`src/rtl/bcg_pkg.sv`:
```
package bcg_pkg;
    localparam int BL_CODE_W    = 3;
    localparam int MAX_FIN_CODE = 3;
    localparam logic [BL_CODE_W-1:0] CODE_PAGE = 3'd7;

    typedef enum logic {
        ORDER_SEQ = 1'b0,
        ORDER_ILV = 1'b1
    } order_e;
endpackage

```
`src/rtl/bcg_len_decode.sv`:
```
module bcg_len_decode
    import bcg_pkg::*;
#(
    parameter int COL_W = 8
) (
    input  logic [BL_CODE_W-1:0] code_i,
    input  logic                 ilv_i,
    output logic [COL_W-1:0]     mask_o,
    output logic                 full_o,
    output logic                 legal_o
);
    logic finite;

    always_comb begin
        finite  = (int'(code_i) <= MAX_FIN_CODE);
        full_o  = (code_i == CODE_PAGE);
        legal_o = finite || (full_o && !ilv_i);
        for (int b = 0; b < COL_W; b++) begin
            mask_o[b] = full_o || (finite && (b < int'(code_i)));
        end
    end

    // block mask must be a contiguous run of low ones
    always_comb begin
        if (legal_o) begin
            assert_mask_contig_R5: assert (((mask_o + COL_W'(1)) & mask_o) == '0);
        end
    end
endmodule

```
`src/rtl/bcg_col_calc.sv`:
```
module bcg_col_calc
    import bcg_pkg::*;
#(
    parameter int COL_W = 8
) (
    input  logic [COL_W-1:0] base_i,
    input  logic [COL_W-1:0] mask_i,
    input  logic [COL_W-1:0] beat_i,
    input  order_e           order_i,
    output logic [COL_W-1:0] col_o
);
    logic [COL_W-1:0] sum;

    always_comb begin
        sum = base_i + beat_i;
        if (order_i == ORDER_ILV) begin
            col_o = base_i ^ (beat_i & mask_i);
        end else begin
            col_o = (base_i & ~mask_i) | (sum & mask_i);
        end
    end

    // in either order the column never leaves the aligned block
    always_comb begin
        assert_col_in_block_R4: assert (((col_o ^ base_i) & ~mask_i) == '0);
    end
endmodule

```
`src/rtl/burst_col_gen.sv`:
```
module burst_col_gen
    import bcg_pkg::*;
#(
    parameter int COL_W = 8
) (
    input  logic                 clk,
    input  logic                 rst_n,
    input  logic                 start_i,
    input  logic [COL_W-1:0]     start_col_i,
    input  logic [BL_CODE_W-1:0] bl_code_i,
    input  logic                 interleave_i,
    input  logic                 stop_i,
    output logic [COL_W-1:0]     col_o,
    output logic                 valid_o,
    output logic                 last_o,
    output logic                 illegal_o
);
    typedef struct packed {
        logic             active;
        logic [COL_W-1:0] base;
        logic [COL_W-1:0] mask;
        order_e           order;
        logic             full;
        logic [COL_W-1:0] beat;
        logic [COL_W-1:0] col;
        logic             last;
        logic             illegal;
    } state_t;

    state_t st_d, st_q;

    logic [COL_W-1:0] dec_mask;
    logic             dec_full;
    logic             dec_legal;
    logic [COL_W-1:0] beat_inc;
    logic [COL_W-1:0] step_col;

    bcg_len_decode #(.COL_W(COL_W)) u_dec (
        .code_i  (bl_code_i),
        .ilv_i   (interleave_i),
        .mask_o  (dec_mask),
        .full_o  (dec_full),
        .legal_o (dec_legal)
    );

    assign beat_inc = st_q.beat + COL_W'(1);

    bcg_col_calc #(.COL_W(COL_W)) u_calc (
        .base_i  (st_q.base),
        .mask_i  (st_q.mask),
        .beat_i  (beat_inc),
        .order_i (st_q.order),
        .col_o   (step_col)
    );

    always_comb begin
        st_d         = st_q;
        st_d.illegal = 1'b0;
        if (start_i) begin
            if (dec_legal) begin
                st_d.active = 1'b1;
                st_d.base   = start_col_i;
                st_d.mask   = dec_mask;
                st_d.order  = order_e'(interleave_i);
                st_d.full   = dec_full;
                st_d.beat   = '0;
                st_d.col    = start_col_i;
                st_d.last   = !dec_full && (dec_mask == '0);
            end else begin
                st_d.active  = 1'b0;
                st_d.last    = 1'b0;
                st_d.illegal = 1'b1;
            end
        end else if (st_q.active) begin
            if (stop_i || st_q.last) begin
                st_d.active = 1'b0;
                st_d.last   = 1'b0;
            end else begin
                st_d.beat = beat_inc;
                st_d.col  = step_col;
                st_d.last = !st_q.full && (beat_inc == st_q.mask);
            end
        end
    end

    always_ff @(posedge clk or negedge rst_n) begin
        if (!rst_n) begin
            st_q <= '0;
        end else begin
            st_q <= st_d;
        end
    end

    assign col_o     = st_q.col;
    assign valid_o   = st_q.active;
    assign last_o    = st_q.last;
    assign illegal_o = st_q.illegal;

    assert_last_needs_valid_R6: assert property (@(posedge clk) disable iff (!rst_n)
        last_o |-> valid_o);

    assert_page_never_last_R7: assert property (@(posedge clk) disable iff (!rst_n)
        (valid_o && st_q.full) |-> !last_o);

    assert_stop_ends_R8: assert property (@(posedge clk) disable iff (!rst_n)
        (valid_o && stop_i && !start_i) |=> !valid_o);

    assert_illegal_quiet_R9: assert property (@(posedge clk) disable iff (!rst_n)
        illegal_o |-> !valid_o);

    assert_first_beat_R2: assert property (@(posedge clk) disable iff (!rst_n)
        (start_i && dec_legal) |=> (valid_o && col_o == $past(start_col_i)));

    assert_no_ilv_page_R9: assert property (@(posedge clk) disable iff (!rst_n)
        valid_o |-> !(st_q.full && st_q.order == ORDER_ILV));
endmodule

```
`config.mk`:
```
export PLATFORM = sky130hd
export DESIGN_NAME = burst_col_gen
export DESIGN_NICKNAME = d
export VERILOG_FILES = /design/src/rtl/bcg_pkg.sv /design/src/rtl/bcg_len_decode.sv /design/src/rtl/bcg_col_calc.sv /design/src/rtl/burst_col_gen.sv
export SDC_FILE = /design/constraint.sdc
export NUM_CORES = 1
export LEC_CHECK = 0
export BUFFER_PORTS_ARGS = -buffer_cell sky130_fd_sc_hd__buf_2
export CAP_MARGIN = 10
export CORE_ASPECT_RATIO = 1.25
export CORE_MARGIN = 5
export CORE_UTILIZATION = 50
export CTS_CLUSTER_DIAMETER = 30
export DETAILED_ROUTE_END_ITERATION = 10
export PLACE_DENSITY_LB_ADDON = 0.08
export SLEW_MARGIN = 25
export SYNTH_ARGS = -nofsm -noshare
export SYNTH_HDL_FRONTEND = slang
export SYNTH_SLANG_ARGS = --single-unit
```
`constraint.sdc`:
```
create_clock -name clk -period 7.4 [get_ports clk]
set_input_delay 1.48 -clock clk [delete_from_list [all_inputs] [get_ports clk]]
set_output_delay 1.48 -clock clk [all_outputs]
set_load 0.05 [all_outputs]
```
# Word level (Yosys, flattened, before mapping)
# Cells that the tools add are included.
# word_totals
regBits	37
inputBits	16
# classes
n_addsub	2
order_cmp	8
eq_ne	4
n_mux	13
bitwise_logic	6
reduce_logical	26
# ops
cell	n
two-way mux 17 bit	2
two-way mux 16 bit	2
AND 8 bit	3
logical AND 1 bit	10
logical OR 1 bit	9
less-than comparator 3 bit (first input constant)	3
adder 8 x 1 -> 8 bit (second input constant)	1
adder 8 bit	1
equality test 8 bit	1
zero test 8 bit	1
two-way mux 1 bit	8
two-way mux 8 bit	1
NOT 8 bit	1
OR 8 bit	1
XOR 8 bit	1
less-than comparator 1 x 3 -> 1 bit (first input constant)	2
less-than comparator 2 x 3 -> 1 bit (first input constant)	2
equality test 3 bit (second input constant)	1
less-or-equal comparator 3 x 2 -> 1 bit (second input constant)	1
zero test 1 bit	3
AND reduction 3 bit	1
inequality test 2 x 1 -> 1 bit (second input constant)	1
inequality test 2 bit (second input constant)	1
AND reduction 2 bit	1
nonzero test 2 bit	1

# Logic depth before layout (Yosys ltp)
# depth
ltp_word	8
depth_mapped	10
ltp_nobuf	10

# Cells and area by module
# From an unflattened synthesis, not the netlist that was laid out.
# hier_totals
hier_cells	249
hier_area_um2	2417.3
# by_module_without_submodules
mod	n_inst	cells_each	area_each_um2
burst_col_gen	1	165	1823.0
bcg_col_calc	1	71	513.0
bcg_len_decode	1	13	81.3

# Worst setup path before layout
# Ideal clock, no wire load.
# synth_path
kind	input-to-reg
from	in start_i
to	reg st_q (netlist bit col_o[7])
t_arrival_ns	2.439
required_time_ns	7.336
slack_ns	4.897
cell_stages	6
cell_sequence	nor3_2 -> and2_1 -> buf_4 -> nor2_1 -> a221oi_1 -> mux2_4
# synth_via
elab_chain_len	2
elab_cells_between_ends	5
classes_between	2 x eq/ne; 1 x mux; 2 x reduce/logical
# synth_lines
item	line	source
from (decl)	burst_col_gen.sv:8	input logic start_i,
inequality test 2 x 1 -> 1 bit (no line) (tied with other cells)	n/a	
AND reduction 3 bit (no line)	n/a	
to (signal assigned)	burst_col_gen.sv:90	st_q <= st_d;
to (decl)	burst_col_gen.sv:30	state_t st_d, st_q;
# Several ways; a longest one is shown, not always the timed one.
# A chain may end at the register's enable or synchronous reset.

# Worst setup path after layout
# layout_path
from	in start_i
to	reg st_q (netlist bit col_o[2])
# Same word-level chain as after synthesis.

==> flow_metrics.tcl <==
set metrics [dict create \
    status "completed" \
    clock_skew_ns 0.00447 \
    p_clk_share_pct 26.5 \
    num_rows 27 \
    synth_seq_cells 36 \
    die-height_um 85.5 \
    cts_resized 0 \
    grt.total_usage_pct 18.4 \
    clock_sinks 36 \
    antennaDiodeCount 0 \
    p_leak_nw 1.24 \
    hold_slack_ns 0.475 \
    gp_congestion 0.799 \
    yosysSeqAreaShare_pct 39.5 \
    final_cell_mix "52 x nand2_1, 36 x dfrtp_1, 26 x buf_2, 18 x o21ai_0, 16 x ha_1" \
    routedWlPerCell_um 15.5 \
    synth-simple-area-share_pct 18.9 \
    antenna_found_initial 0 \
    grt_pass1_wl_um 8660 \
    relSlewSlack_pct 41.7 \
    cts_hold_buf 0 \
    p_comb_share_pct 28.7 \
    min_path_type "reg -> reg" \
    numCtsBuffers 5 \
    synth_compound_area_share_pct 16.1 \
    syn_nets 288 \
    crit_required_ns 7.57 \
    rsz0062_at_grt "false" \
    critical_path_class "in -> reg" \
    synthesis.area_sq_um 2280 \
    drc_errors 0 \
    tns_ns 0 \
    nets 306 \
    routed_wl_um 5130 \
    ant_nets 0 \
    grt_pass1_vias 1766 \
    synth_async_sr_flop_share_pct 100 \
    path_clk_slew_ns 0.07 \
    p_seq_share_pct 44.8 \
    synth_ff_type "dfrtp_1" \
    drt-initial-drc-count 106 \
    yosysWarnings 0 \
    finalSetupViolCount 0 \
    switchingPower_w 0.000191 \
    post_cts_buffers 0 \
    tightest_slew_ns 0.872 \
    vias 1792 \
    vias_per_cell 5.40 \
    port_buffers 26 \
    synth_area_per_cell_sq_um 8.94 \
    drive_gt1_share_pct 16.1 \
    synth.mux.area_fraction_pct 2.47 \
    power_density_nw_per_um2 218 \
    start_kind "input pin" \
    layout_commonest_cell "nand2_1" \
    die_width_um 70.4 \
    synth_fa_ha_area_share_pct 9.66 \
    start_util_pct 51.5 \
    slew_viol_final 0 \
    path_max_fanout 22 \
    cts_tree "built" \
    p_int_w 0.000349 \
    clock_latency_ns 0.29 \
    clockBufferDepth 2 \
    switching_share_pct 35.4 \
    core_sq_um 4430 \
    root_buffer "clkbuf_8" \
    die_area_sq_um 6020 \
    synth_top_family_by_area "simple AND/OR/NAND/NOR gates" \
    place_hpwl_um 3820 \
    fin_crit_sh_pct 43.4 \
    vdd_ir_drop_max_mv 0.131 \
    finalHoldViolCount 0 \
    grt_max_degree 37 \
    synth_edf_count 0 \
    areaGrowthSynthToFinish_pct 8.78 \
    reg2reg_slack_ns 4.74 \
    synth.distinct_cells 43 \
    fmax_mhz 312 \
    arrival_ns 3.38 \
    syn_inst 255 \
    min_period_ns 3.21 \
    synth_xor_area_share_pct 7.68 \
    ios 27 \
    critPathCaptureType "register" \
    firstDrtPassIters 4 \
    grt-ovfl-total 0 \
    htree_levels 2 \
    cap_viol_max_count 0 \
]
## critical path, cell delays in order
cell and delay (ns):
buf_2 0.34, nor3_2 0.12, and2_1 0.27, nor2_1 0.70, inv_1 0.26, nor2_1 0.15, a21oi_1 0.05
## synthesized netlist by cell type (all sizes together) (3+ instances only)
cell type | count | area, sq um
buf | 11 | 77.6
inv | 9 | 33.8
nand2 | 54 | 208
nand3 | 8 | 40.0
xor2 | 9 | 78.8
a211oi | 4 | 30.0
nor2 | 15 | 56.3
o21ai | 20 | 108
nor3 | 5 | 35.0
nor2b | 4 | 25.0
mux2i | 3 | 30.0
xnor2 | 11 | 96.3
a21o | 3 | 22.5
a21oi | 16 | 83.8
dfrtp | 36 | 901
ha | 16 | 200
clkbuf | 4 | 15.0
## cell families (layout without fill, tap and decap cells)
kind of cell / Yosys count / in the layout
xor gates and xnor gates: 20 / 20
DFF: 36 / 36
AOI/OAI and AO/OA: 57 / 57
and+or+nand+nor: 95 / 95
buffers and inverters: 25 / 44
adders and majority gates: 17 / 17
muxes: 5 / 5
## routing by layer
| layer | vias to the layer above | part of all wire (%) | global-route usage (%) | routed length (um) |
|---|---|---|---|---|
| met5 | - | 0 | 0 | 0 |
| met1 | 859 | 47 | 24.3 | 2390 |
| met2 | 30 | 49 | 30.2 | 2500 |
| met3 | 6 | 3.2 | 3.63 | 166 |
| met4 | 0 | 1.5 | 6.27 | 79 |
| li1 | 897 | - | - | - |
## cell type report
class | instances | area, sq um
fillers | 422 | 1950
well taps | 58 | 72.6
multi-input cells | 194 | 1250
flip-flops and latches | 36 | 901
clock buffers | 8 | 90.1
inverters | 10 | 37.5
repair buffers | 26 | 130
## state kept, by name (all words and copies together), names as in the netlist
signal     flops
st_q          25
col_o          8
illegal_o      1
last_o         1
valid_o        1
## stage by stage
| step | setup slack, ns | cells | total power [W] | instance area, sq um | utilization [%] |
|---|---|---|---|---|---|
| after floorplan | 4.90 | 255 | 0.000372 | 2280 | - |
| after global placement | 3.92 | 324 | 0.000400 | 2390 | 54.0 |
| after detailed placement | 3.87 | 324 | 0.000402 | 2390 | 54.0 |
| after CTS | 4.19 | 332 | 0.000549 | 2480 | 56.0 |
| after global routing | 3.93 | 332 | 0.000574 | 2480 | 56.0 |
| final | 4.19 | 332 | 0.000540 | 2480 | 56.0 |
## power by group through the flow
stage	clock, W	combinational, W	sequential (W)
floorplan	0	0.000129	0.000242
global placement	0	0.000154	0.000246
detailed placement	0	0.000156	0.000246
CTS	0.000150	0.000157	0.000242
global route	0.000157	0.000171	0.000246
finish	0.000143	0.000155	0.000242
## worst paths after layout
path	start	to	depth (start not counted)
hold reg to reg	col_o[6]	col_o[6]	2
hold / removal	col_o[6]	col_o[6]	2
setup reg to reg	st_q[10]	col_o[7]	9
min in group asynchronous	rst_n	st_q[10]	1
setup / recovery	start_i	col_o[2]	7
max in group asynchronous	rst_n	st_q[30]	1
Note: power is estimated with default switching activity, not from simulation.
